$ cat src/rtl/fbag_pkg.sv
package fbag_pkg;
  localparam int WORD_BYTES  = 4;
  localparam int BURST_LEN_W = 5;

  typedef enum logic [0:0] {
    ST_IDLE = 1'b0,
    ST_RUN  = 1'b1
  } run_state_e;
endpackage

$ cat src/rtl/fbag_burst_sel.sv
module fbag_burst_sel #(
  parameter int DEPTH_W     = 6,
  parameter int LEN_W       = 5,
  parameter int SHORT_WORDS = 4,
  parameter int MID_WORDS   = 8,
  parameter int LONG_WORDS  = 16
) (
  input  logic [DEPTH_W-1:0] depth_i,
  output logic [LEN_W-1:0]   max_words_o
);
  always_comb begin
    unique case (depth_i)
      DEPTH_W'(1):                            max_words_o = LEN_W'(SHORT_WORDS);
      DEPTH_W'(2), DEPTH_W'(4), DEPTH_W'(8): max_words_o = LEN_W'(MID_WORDS);
      // 16/24/32 and any unknown depth
      default:                                max_words_o = LEN_W'(LONG_WORDS);
    endcase
  end
endmodule

$ cat src/rtl/fbag_line_step.sv
module fbag_line_step #(
  parameter int AW    = 32,
  parameter int LW    = 16,
  parameter int LEN_W = 5
) (
  input  logic             clk_i,
  input  logic             rst_ni,
  input  logic             load_i,
  input  logic             adv_i,
  input  logic [AW-1:0]    start_addr_i,
  input  logic [LW-1:0]    page_words_i,
  input  logic [LW-1:0]    skip_i,
  input  logic [LEN_W-1:0] max_words_i,
  output logic [AW-1:0]    addr_o,
  output logic [LEN_W-1:0] len_o,
  output logic [AW-1:0]    next_addr_o
);
  logic [AW-1:0] addr_q;
  logic [LW-1:0] rem_q;
  logic [LW-1:0] max_ext, len_w;
  logic          line_end;
  logic [AW-1:0] step_bytes;

  assign max_ext    = LW'(max_words_i);
  assign len_w      = (rem_q < max_ext) ? rem_q : max_ext;
  assign line_end   = (rem_q == len_w);
  assign step_bytes = AW'(len_w) << 2;

  assign addr_o      = addr_q;
  assign len_o       = LEN_W'(len_w);
  assign next_addr_o = addr_q + step_bytes + (line_end ? AW'(skip_i) : '0);

  always_ff @(posedge clk_i or negedge rst_ni) begin
    if (!rst_ni) begin
      addr_q <= '0;
      rem_q  <= '0;
    end else if (load_i) begin
      addr_q <= start_addr_i;
      rem_q  <= page_words_i;
    end else if (adv_i) begin
      addr_q <= next_addr_o;
      rem_q  <= line_end ? page_words_i : rem_q - len_w;
    end
  end
endmodule

$ cat src/rtl/fbag_ctrl.sv
module fbag_ctrl
  import fbag_pkg::*;
(
  input  logic clk_i,
  input  logic rst_ni,
  input  logic enable_i,
  input  logic frame_start_i,
  input  logic empty_i,
  input  logic last_i,
  input  logic gnt_i,
  output logic load_o,
  output logic adv_o,
  output logic active_o,
  output logic done_o
);
  run_state_e state_q;
  logic       done_q;

  assign load_o   = enable_i & frame_start_i;
  assign active_o = (state_q == ST_RUN) & enable_i;
  assign adv_o    = active_o & gnt_i & ~frame_start_i;
  assign done_o   = done_q | ~enable_i;

  always_ff @(posedge clk_i or negedge rst_ni) begin
    if (!rst_ni) begin
      state_q <= ST_IDLE;
      done_q  <= 1'b1;
    end else if (!enable_i) begin
      state_q <= ST_IDLE;
      done_q  <= 1'b1;
    end else if (frame_start_i) begin
      state_q <= empty_i ? ST_IDLE : ST_RUN;
      done_q  <= empty_i;
    end else if (adv_o && last_i) begin
      state_q <= ST_IDLE;
      done_q  <= 1'b1;
    end
  end
endmodule

$ cat src/rtl/fb_win_addr_gen.sv
module fb_win_addr_gen
  import fbag_pkg::*;
#(
  parameter int AW      = 32,
  parameter int LW      = 16,
  parameter int DEPTH_W = 6
) (
  input  logic                   clk_i,
  input  logic                   rst_ni,
  input  logic                   enable_i,
  input  logic                   frame_start_i,
  input  logic [AW-1:0]          start_addr_i,
  input  logic [AW-1:0]          end_addr_i,
  input  logic [LW-1:0]          page_width_i,
  input  logic [LW-1:0]          skip_i,
  input  logic [DEPTH_W-1:0]     depth_i,
  input  logic                   gnt_i,
  output logic                   req_o,
  output logic [AW-1:0]          req_addr_o,
  output logic [BURST_LEN_W-1:0] req_len_o,
  output logic                   done_o
);
  localparam int WORD_SHIFT = $clog2(WORD_BYTES);

  logic [BURST_LEN_W-1:0] max_words;
  logic [LW-1:0]          page_words;
  logic [AW-1:0]          next_addr;
  logic                   load, adv, empty, last;

  assign page_words = page_width_i >> WORD_SHIFT;
  assign empty      = (start_addr_i >= end_addr_i) || (page_words == '0);
  assign last       = (next_addr >= end_addr_i);

  fbag_burst_sel #(.DEPTH_W(DEPTH_W), .LEN_W(BURST_LEN_W)) u_burst_sel (
    .depth_i     (depth_i),
    .max_words_o (max_words)
  );

  fbag_line_step #(.AW(AW), .LW(LW), .LEN_W(BURST_LEN_W)) u_line_step (
    .clk_i        (clk_i),
    .rst_ni       (rst_ni),
    .load_i       (load),
    .adv_i        (adv),
    .start_addr_i (start_addr_i),
    .page_words_i (page_words),
    .skip_i       (skip_i),
    .max_words_i  (max_words),
    .addr_o       (req_addr_o),
    .len_o        (req_len_o),
    .next_addr_o  (next_addr)
  );

  fbag_ctrl u_ctrl (
    .clk_i         (clk_i),
    .rst_ni        (rst_ni),
    .enable_i      (enable_i),
    .frame_start_i (frame_start_i),
    .empty_i       (empty),
    .last_i        (last),
    .gnt_i         (gnt_i),
    .load_o        (load),
    .adv_o         (adv),
    .active_o      (req_o),
    .done_o        (done_o)
  );
endmodule

$ cat config.mk
export PLATFORM = sky130hd
export DESIGN_NAME = fb_win_addr_gen
export DESIGN_NICKNAME = d
export VERILOG_FILES = /design/src/rtl/fbag_pkg.sv /design/src/rtl/fbag_burst_sel.sv /design/src/rtl/fbag_line_step.sv /design/src/rtl/fbag_ctrl.sv /design/src/rtl/fb_win_addr_gen.sv
export SDC_FILE = /design/constraint.sdc
export NUM_CORES = 1
export LEC_CHECK = 0
export BUFFER_PORTS_ARGS = -buffer_cell sky130_fd_sc_hd__buf_2
export CORE_UTILIZATION = 26
export DETAILED_ROUTE_END_ITERATION = 10
export GPL_TIMING_DRIVEN = 0
export PLACE_DENSITY_LB_ADDON = 0.08
export SLEW_MARGIN = 20
export SYNTH_ARGS = -nofsm -noshare
export SYNTH_HDL_FRONTEND = slang
export SYNTH_SLANG_ARGS = --single-unit
$ cat constraint.sdc
create_clock -name clk_i -period 6.2 [get_ports clk_i]
set_input_delay 1.24 -clock clk_i [delete_from_list [all_inputs] [get_ports clk_i]]
set_output_delay 1.24 -clock clk_i [all_outputs]
set_load 0.02 [all_outputs]
==> After elaboration in Yosys (flattened, before gate mapping) <==
Index checks and enable logic that the tools add are counted.
{ "word_totals": {"romBits": 0, "out_inout_bits": 39, "inputBits": 107, "latch_bits": 0, "word_cells": 43, "register_bits": 50, "memories": 0, "ramBits": 0} }
{ "classes": {"n_bitwise": 7, "div": 0, "n_reduce_logical": 5, "mux": 15, "multipliers": 0, "eq_ne": 6, "add_sub_neg": 3, "order_cmp": 3, "n_shift": 0} }
{ "op_table": {"columns": ["cell", "n"], "rows": [
  ["16-bit two-way mux", 5],
  ["32-bit greater-or-equal comparator", 2],
  ["32-bit two-way mux", 2],
  ["32-bit by 18-bit adder with 32-bit output", 1],
  ["32-bit adder", 1],
  ["16-bit equality test", 1],
  ["16-bit logical NOT", 1],
  ["16-bit by 5-bit less-than comparator with 1-bit output", 1],
  ["16-bit subtractor", 1],
  ["5-bit one-hot mux with 2 select lines", 1],
  ["1-bit two-way mux", 7],
  ["6-bit by 1-bit equality test with 1-bit output (second input constant)", 1],
  ["6-bit by 2-bit equality test with 1-bit output (second input constant)", 1],
  ["6-bit by 3-bit equality test with 1-bit output (second input constant)", 1],
  ["6-bit by 4-bit equality test with 1-bit output (second input constant)", 1],
  ["1-bit bitwise AND", 4],
  ["3-bit by 1-bit inequality test with 1-bit output (second input constant)", 1],
  ["3-bit OR reduction", 1],
  ["1-bit inverter", 2],
  ["2-bit nonzero test", 1],
  ["1-bit logical AND", 1],
  ["1-bit logical OR", 1],
  ["1-bit OR", 1]
]} }

==> Depth between registers and ports, before layout <==
Gate-level depths: netlist of run 1.
{ "depth": {"ltp_word": 13, "mapped_depth": 35} }

==> Cells and area by module <==
Synthesis of run 1 repeated with hierarchy kept, for this count alone.
{ "hier_totals": {"hier_cells": 761, "area_unflattened_um2": 6292.3} }
{ "modules_own_cells": {"columns": ["module", "cells_each", "seq_area_each_um2", "area_each_um2", "instances"], "rows": [
  ["fbag_line_step", 544, 1201.2, 4584.4, 1],
  ["fb_win_addr_gen", 192, 0.0, 1486.4, 1],
  ["fbag_ctrl", 12, 51.3, 126.4, 1],
  ["fbag_burst_sel", 13, 0.0, 95.1, 1]
]} }

==> Worst setup path after synthesis of run 1 <==
Ideal clock, no wire load.
{ "synth_timing": {"kind": "input to register", "start": "in depth_i[2]", "end": "reg u_ctrl.done_q", "setup_ps": 77, "path_stages": 34, "t_arrival_ps": 8507, "setup_slack_ps": -2384, "n_path_buf": 1, "path_cell_list": "or4b_4 nor3_1 nor2b_1 inv_1 ha_1 nor2b_1 o21ai_0 o211a_4 o21ai_0 inv_1 ha_1 nand4_1 a21oi_1 clkbuf_1 nand2_1 fa_1 inv_1 ha_1 and3_1 a221oi_1 o211ai_1 a41o_1 nand3_1 nor2_1 xor2_1 ha_1 a21o_1 a21o_1 a211o_1 a21oi_1 o2111ai_1 a21oi_1 o21ai_0 o21a_1"} }
{ "synth_via": {"elab_chain_cells": 11} }
{ "synth_rtl": {"columns": ["item", "line_no", "rtl"], "rows": [
  ["start, declared", "fb_win_addr_gen.sv:16", "input logic [DEPTH_W-1:0] depth_i,"],
  ["6-bit by 2-bit equality test with 1-bit output (tied with other cells)", "fbag_burst_sel.sv:12", "unique case (depth_i)"],
  ["3-bit OR reduction", "fbag_burst_sel.sv:12", null],
  ["5-bit one-hot mux with 2 select lines (*)", "fbag_burst_sel.sv:12", null],
  ["16-bit by 5-bit less-than comparator with 1-bit output", "fbag_line_step.sv:25", "assign len_w = (rem_q < max_ext) ? rem_q : max_ext;"],
  ["16-bit two-way mux (*)", "fbag_line_step.sv:25", null],
  ["named net req_len_o[3]", "fb_win_addr_gen.sv:20", "output logic [BURST_LEN_W-1:0] req_len_o,"],
  ["branches (longest 2 deep; another with 32-bit by 18-bit adder with 32-bit output)", null, null],
  ["32-bit adder (*)", "fbag_line_step.sv:31", "assign next_addr_o = addr_q + step_bytes + (line_end ? AW'(skip_i) : '0);"],
  ["32-bit greater-or-equal comparator (*)", "fb_win_addr_gen.sv:32", "assign last = (next_addr >= end_addr_i);"],
  ["1-bit logical AND (*)", "fbag_ctrl.sv:34", "end else if (adv_o && last_i) begin"],
  ["3-bit by 1-bit inequality test with 1-bit output (no line) (*)", null, null],
  ["end signal, assigned", "fbag_ctrl.sv:33", "done_q <= empty_i;"],
  ["end, declared", "fbag_ctrl.sv:17", "logic done_q;"]
]} }
Mark *: on every way through the listed nets, which the timed path passes.
A chain may end at the register's enable or synchronous reset.

==> Final worst setup path of run 1 <==
{ "layout_timing": {"start": "in depth_i[3]", "end": "reg u_ctrl.done_q"} }
{ "layout_via": {"elab_chain_cells": 11} }
{ "layout_rtl": {"columns": ["item", "line_no"], "rows": [
  ["6-bit by 2-bit equality test with 1-bit output (tied with other cells)", "fbag_burst_sel.sv:12"],
  ["3-bit OR reduction", "fbag_burst_sel.sv:12"],
  ["5-bit one-hot mux with 2 select lines (*)", "fbag_burst_sel.sv:12"],
  ["16-bit by 5-bit less-than comparator with 1-bit output", "fbag_line_step.sv:25"],
  ["16-bit two-way mux (*)", "fbag_line_step.sv:25"],
  ["branches (longest 2 deep; another with 32-bit by 18-bit adder with 32-bit output)", null],
  ["32-bit adder (*)", "fbag_line_step.sv:31"],
  ["32-bit greater-or-equal comparator (*)", "fb_win_addr_gen.sv:32"],
  ["1-bit logical AND (*)", "fbag_ctrl.sv:34"],
  ["3-bit by 1-bit inequality test with 1-bit output (no line) (*)", null]
]} }
Every way passes the cells marked *.

==> flow_summary.json, run 1 <==
{
  "status": "finished, violations left",
  "violations": "setup timing",
  "critPathMaxStageDelay_ns": 0.55,
  "drtIter0Drc": 248,
  "ios": 146,
  "grt_pass1_vias": 6329,
  "period_minus_slack_ns": 7.623,
  "worst_pin_slew_ns": 0.9832,
  "final-setup-viol-count": 21,
  "cts_tree": "done",
  "synth_area_leader_cell": "dfrtp_1",
  "overflow": 0,
  "synth_area_mm2": 0.005941,
  "antenna_found_initial": 0,
  "root_buffer": "clkbuf_16",
  "whs_path_depth": 1,
  "ys_types": 67,
  "clkTransAtPathRegs_ns": 0.08,
  "finalHoldViolations": 0,
  "portBuffers": 143,
  "clockBufferDepth": 2,
  "hp-class": "flip-flop to flip-flop",
  "track_usage_pct": 18.82,
  "critPathKind": "input port to flip-flop",
  "drt_wl_total_um": 21640,
  "netlist_instances": 742,
  "worst_slack_ns": -1.423,
  "num_rows": 54,
  "antennaDiodeCount": 0,
  "areaGrowthSynthToFinish_pct": 45.64,
  "fin_skew_ns": 0.01089,
  "core_mm2": 0.02209,
  "cts_hold_buf": 0,
  "rr_endpoint": "u_ctrl.done_q$_DFFE_PN1P_",
  "endpoint_kind": "flip-flop",
  "gp_congestion": 0.8203,
  "grt_max_degree": 51,
  "die_h_um": 153.2,
  "drive_above_1_share_pct": 35.88,
  "reg2reg_depth": 28,
  "initial_core_util_pct": 26.89,
  "route.detailed.drc": 0,
  "fin_util_pct": 39.16,
  "r2r_start": "u_line_step.rem_q[10]$_DFFE_PN0P_",
  "maxCapViolCount": 0,
  "viasPerCell": 4.847,
  "ys_seq_area_share_pct": 21.08,
  "wl_per_cell_um": 17.16,
  "hpwlAfterDp_um": 16760,
  "critPathMaxFanout": 6,
  "static-leakage-power_nw": 4.310,
  "die_area_mm2": 0.02346,
  "crit_arrival_ns": 7.87,
  "yosys-top-cells-area": "dfrtp_1 (21%), ha_1 (19%), nand2_1 (5.7%), fa_1 (5.1%), inv_1 (5.0%)",
  "ant_nets": 0,
  "finalNonFillerCells": 1261,
  "drtPass1Iterations": 4,
  "synth.top_cell.area_share_pct": 20.64,
  "r2r_slack_ns": -0.45,
  "min_to": "u_line_step.rem_q[15]$_DFFE_PN0P_",
  "synth_common_cells": "ha_1 (92), nand2_1 (90), inv_1 (79)",
  "synth.most_common_cell": "ha_1",
  "avgSynthCellArea_um2": 8.006,
  "cpMostUsedCell": "a21o_1",
  "n_fill_cell": 2287,
  "drv_slew": 0,
  "htree_levels": 2,
  "yosysWarningCount": 0,
  "synth_edf_count": 0,
  "max_freq_ghz": 0.1312,
  "power.density_mw_per_mm2": 223.4,
  "crit_path_start_kind": "input port",
  "die_w_um": 153.2,
  "ir_worst_vdd_uv": 96.37,
  "synth-async-reset-ratio_pct": 100.0,
  "tns_ns": -5.803,
  "required_ns": 6.45,
  "rsz0062_at_grt": "yes",
  "vias": 6112,
  "cpMaxStageDelayCell": "or4b_4",
  "cts_buffers": 5,
  "worstHoldStart": "u_line_step.rem_q[15]$_DFFE_PN0P_",
  "fin_crit_sh_pct": 123.0,
  "cts.sinks": 50,
  "clk_latency_ns": 0.31,
  "synth_seq_cells": 50,
  "ys.flop_type": "dfrtp_1",
  "grt_first_pass_wirelength_um": 34470,
  "placed_cells": 1175,
  "fin_nets": 1194,
  "relSlewSlack_pct": 34.46
}
## repair_timing
action                                  4_1_cts  5_1_grt
endpoints found under the setup margin       27       26
pin swaps                                    49       56
buffers inserted                             52       30
gates resized for setup                      60       85
## critical path, delay by kind of cell
family	cells	cell delay [ns]
AOI/OAI and AO/OA	16	3.11
xor gates and xnor gates	1	0.14
adders and majority gates	5	1.66
buffers and inverters	3	0.25
and+or+nand+nor	9	1.48
## metrics by stage
step	hold WS, ns	area, um^2	power, W	worst slack (ns)
2_1_floorplan	0.4454	6176	0.001080	-1.389
3_3_place_gp	0.4756	7242	0.001354	-2.703
3_5_place_dp	0.4797	7244	0.001348	-2.684
4_1_cts	0.4898	8069	0.001802	-1.309
5_1_grt	0.5377	8652	0.002086	-1.594
6_report	0.5070	8652	0.001932	-1.423
## how the worst max path moves through the flow
stage | startpoint | end | cells after the start
final | depth_i[3] | u_ctrl.done_q$_DFFE_PN1P_ | 34
after global routing | depth_i[3] | u_ctrl.done_q$_DFFE_PN1P_ | 34
after CTS | depth_i[2] | u_ctrl.done_q$_DFFE_PN1P_ | 36
after detailed placement | depth_i[1] | u_ctrl.state_q$_DFFE_PN0P_ | 36
after global placement | depth_i[1] | u_ctrl.done_q$_DFFE_PN1P_ | 36
after floorplan | depth_i[1] | u_ctrl.done_q$_DFFE_PN1P_ | 35
## registers in the layout, summed over array words and instances, names as in the netlist
name,count
u_line_step.addr_o,32
u_ctrl.state_q,1
u_ctrl.done_q,1
u_line_step.rem_q,16
## per-layer routing
layer  routed length [um]  track usage (%)  share of wire [%]  vias to the layer above
li1                     -                -                  -                     3091
met1                10330            25.47                 48                     2901
met2                10510            32.35                 49                      112
met3                  664            2.041                3.1                        8
met4                  132            3.463               0.61                        0
met5                    0                0                  0                        -
## layout make-up
class,count,area [um^2],share of cell area [%]
inverters,79,296.5,3.427
well taps,280,350.3,4.049
repair buffers,223,1406,16.25
flip-flops and latches,50,1252,14.48
clock inverters,2,37.54,0.4338
multi-input cells,600,5087,58.80
clock buffers,6,128.9,1.490
plain buffers,21,92.59,1.070
## placed cells by master (no fill, tap or decap), drive strengths merged, types with 24 or more instances in the layout
cell type  synthesis  final
a21o              36     36
a21oi             44     44
buf                5    229
dfrtp             49     49
ha                92     92
inv               79     79
nand2             90     90
nor2              47     47
o21ai             40     40
xnor2             24     24
## power breakdown
| part | switching, W | internal (W) | total (W) |
|---|---|---|---|
| clock network | 0.000153 | 0.000192 | 0.000344 |
| logic | 0.000570 | 0.000536 | 0.00111 |
| registers | 0.0000944 | 0.000387 | 0.000482 |
| total | 0.000817 | 0.00112 | 0.00193 |
## logic make-up (layout without fill, tap and decap cells)
logic type,count (synthesis),in the layout,synth area share (%)
compound gates,193,193,21.34
xor+xnor,42,42,6.192
fa+ha+maj,107,107,24.43
buf+inv,102,331,6.487
flops,50,50,21.08
mux,2,2,0.3580
other cells,2,12,0.1264
simple gates,244,244,19.99
Note: power is estimated with default switching activity, not from simulation.
==> run 2: changes to the inputs <==
--- a/config.mk
+++ b/config.mk
@@ -5,11 +5,12 @@
 export SDC_FILE = /design/constraint.sdc
 export NUM_CORES = 1
 export LEC_CHECK = 0
+export ABC_AREA = 1
 export BUFFER_PORTS_ARGS = -buffer_cell sky130_fd_sc_hd__buf_2
 export CORE_UTILIZATION = 26
 export DETAILED_ROUTE_END_ITERATION = 10
 export GPL_TIMING_DRIVEN = 0
-export PLACE_DENSITY_LB_ADDON = 0.08
+export PLACE_DENSITY = 0.54
 export SLEW_MARGIN = 20
 export SYNTH_ARGS = -nofsm -noshare
 export SYNTH_HDL_FRONTEND = slang
==> run 2 against run 1 <==
The flow still finishes with violations (setup timing); count of clock-buffer cells in the layout is 1 lower; non-clock buffer count fell by 24; combinational power grew 83%; first-iteration DRC count up 82%; sequential share of layout area fell by 0.59 points; worst hold slack improved by 0.026 ns; register-to-register slack improved by 0.69 ns.
==> flow_summary.json, run 2 <==
{
  "yosysWarningCount": 0,
  "rr_endpoint": "u_ctrl.state_q$_DFFE_PN0P_",
  "crit_path_start_kind": "input port",
  "power.share.clock_pct": 10.8,
  "route.detailed.drc": 0,
  "critPathMaxStageDelay_ns": 0.51,
  "fin_nets": 1389,
  "synth_area_leader_cell": "dfrtp_1",
  "wl_per_cell_um": 15.98,
  "final_common_cell": "nand2_1",
  "clkTransAtPathRegs_ns": 0.08,
  "grt_pass1_vias": 7351,
  "final-setup-viol-count": 2,
  "muxShareOfSynthArea_pct": 0,
  "hpwlAfterDp_um": 18600,
  "fin_skew_ns": 0.008379,
  "ant_nets": 0,
  "largest_reg_flops": 32,
  "worst_pin_slew_ns": 0.9458,
  "placed_cells": 1430,
  "hp-class": "flip-flop to flip-flop",
  "track_usage_pct": 19.31,
  "synthSimpleGateAreaFrac_pct": 26.80,
  "synth.most_common_cell": "nand2_1",
  "htree_levels": 2,
  "finalHoldViolations": 0,
  "synthXorXnorAreaFrac_pct": 3.926,
  "grtUsageMet2_pct": 32.87,
  "drive_above_1_share_pct": 31.38,
  "die_w_um": 159.8,
  "p_sw_share_pct": 50.29,
  "max_freq_ghz": 0.1443,
  "yosys-top-cells-area": "dfrtp_1 (19%), ha_1 (18%), nand2_1 (11%), inv_1 (9.5%), a21oi_1 (6.7%)",
  "intPower_w": 0.001419,
  "period_minus_slack_ns": 6.930,
  "drtPass1Iterations": 6,
  "pre_cts_ws_ns": -1.736,
  "violations": "setup timing",
  "status": "finished, violations left",
  "synth_common_cells": "nand2_1 (186), inv_1 (164), nor2_1 (96)",
  "crit_buf_inv": 8,
  "use_met3_pct": 2.390,
  "antenna_found_initial": 0,
  "ys.flop_type": "dfrtp_1",
  "synthAdderAreaFrac_pct": 22.43,
  "endpoint_kind": "flip-flop",
  "netlist_instances": 953,
  "synth_edf_count": 0,
  "cts_tree": "done",
  "hold_ws_ns": 0.5325,
  "busiest_layer": "met2",
  "num_rows": 57,
  "initial_core_util_pct": 26.53,
  "combPwrFrac_pct": 71.1,
  "synth_top_family_by_area": "simple AND/OR/NAND/NOR gates",
  "grt_use_met1_pct": 25.39,
  "synth-async-reset-ratio_pct": 100.0,
  "vias": 7095,
  "finalNonFillerCells": 1500,
  "ios": 146,
  "root_buffer": "clkbuf_16",
  "ys_types": 50,
  "core_mm2": 0.02439,
  "tns_ns": -1.420,
  "fin_crit_sh_pct": 111.8,
  "layout_common_cells": "nand2_1 (167), inv_1 (148), buf_2 (142)",
  "die_area_mm2": 0.02552,
  "min_to": "u_line_step.addr_o[16]$_DFFE_PN0P_",
  "clk_latency_ns": 0.32,
  "r2r_start": "u_line_step.rem_q[3]$_DFFE_PN0P_",
  "power.density_mw_per_mm2": 316.6,
  "critPathKind": "input port to flip-flop",
  "pwr-share-seq_pct": 18.1,
  "r2r_slack_ns": 0.24,
  "worstHoldStart": "u_line_step.addr_o[16]$_DFFE_PN0P_",
  "synth.top_cell.area_share_pct": 18.95,
  "fin_area_mm2": 0.009017,
  "die_h_um": 159.8,
  "crit_arrival_ns": 7.14,
  "ir_worst_vdd_uv": 138.0,
  "postPlaceCellArea_mm2": 0.007894,
  "cpMostUsedCell": "nand2_4",
  "drtIter0Drc": 452,
  "grt_max_degree": 51,
  "drt_wl_total_um": 23970,
  "cpMaxStageDelayCell": "fa_1",
  "worst_slack_ns": -0.7304,
  "drv_slew": 0,
  "cts.sinks": 50,
  "antennaDiodeCount": 0,
  "rsz0062_at_grt": "yes",
  "gp_congestion": 0.9062,
  "maxCapViolCount": 0,
  "critPathMaxFanout": 8,
  "synth_compound_area_share_pct": 16.09,
  "relSlewSlack_pct": 36.06,
  "viasPerCell": 4.730,
  "reg2reg_depth": 38,
  "overflow": 0,
  "clockBufferDepth": 2,
  "p_sw_w": 0.001436,
  "portBuffers": 143,
  "required_ns": 6.41,
  "cpLargestDelayFamily": "simple AND/OR/NAND/NOR gates",
  "ys_seq_area_share_pct": 19.36,
  "n_fill_cell": 2631,
  "avgSynthCellArea_um2": 6.789,
  "synth_area_mm2": 0.006470,
  "cts_buffers": 5,
  "whs_path_depth": 2,
  "grt_first_pass_wirelength_um": 38510,
  "areaGrowthSynthToFinish_pct": 39.37,
  "synth_seq_cells": 50,
  "static-leakage-power_nw": 4.645
}
run 2: metal layers:
metal  wire [um]  vias to the layer above
met4         505                        0
met1       10850                     3314
met5           0                        -
li1            -                     3545
met3        1287                       32
met2       11320                      204
run 2: worst max-delay path by stage:
stage                           from  cells after the start                          to  slack (ns)
after CTS                 depth_i[2]                     43  u_ctrl.state_q$_DFFE_PN0P_       -0.56
after global placement    depth_i[3]                     41  u_ctrl.state_q$_DFFE_PN0P_       -1.68
after detailed placement  depth_i[3]                     41  u_ctrl.state_q$_DFFE_PN0P_       -1.74
final                     depth_i[2]                     43  u_ctrl.state_q$_DFFE_PN0P_       -0.73
after global routing      depth_i[2]                     43  u_ctrl.state_q$_DFFE_PN0P_       -1.05
after floorplan           depth_i[3]                     41  u_ctrl.state_q$_DFFE_PN0P_       -0.46
run 2: kinds of logic after synthesis:
kind of cell	Yosys count
AO/OA/AOI/OAI	187
XOR/XNOR	29
adder cells (fa/ha/maj)	107
buffers and inverters	189
flip-flops	50
other	2
AND/OR/NAND/NOR	389
run 2: stage by stage:
stage / utilization (%) / power [W]
after floorplan: - / 0.001688
final: 36.97 / 0.002855
after detailed placement: 32.36 / 0.002112
after global routing: 36.97 / 0.003127
after CTS: 36.56 / 0.002802
after global placement: 32.35 / 0.002096
run 2: tightest hold or removal path: stages, from the launching register on:
cell,delay [ns]
dfrtp_1,0.38
nand2_1,0.06
o21ai_0,0.06
run 2: power groups by stage:
stage          combinational, W  clock, W  sequential (W)
5_1_grt                 0.00227  0.000324        0.000531
3_5_place_dp            0.00160         0        0.000512
4_1_cts                 0.00197  0.000313        0.000515
3_3_place_gp            0.00158         0        0.000514
6_report                0.00203  0.000309        0.000517
2_1_floorplan           0.00113         0        0.000561
run 2: cell type report:
| class | instances | area (um^2) | share of cell area [%] |
|---|---|---|---|
| Multi-Input combinational cell | 724 | 5235 | 58.05 |
| Sequential cell | 50 | 1252 | 13.89 |
| Timing Repair Buffer | 204 | 1217 | 13.50 |
| Inverter | 173 | 666.9 | 7.396 |
| Tap cell | 324 | 405.4 | 4.496 |
| Clock buffer | 5 | 125.1 | 1.388 |
| Buffer | 16 | 77.57 | 0.8603 |
| Clock inverter | 3 | 21.27 | 0.2359 |
| Timing Repair inverter | 1 | 16.27 | 0.1804 |
run 2: timing repair:
item	in CTS	in global routing
resized for setup	82	25
hold buffers	0	0
pin swaps	60	14
buffers inserted	63	6
gates cloned	1	0
setup endpoints to repair	12	9
endpoints found under the hold margin	0	0
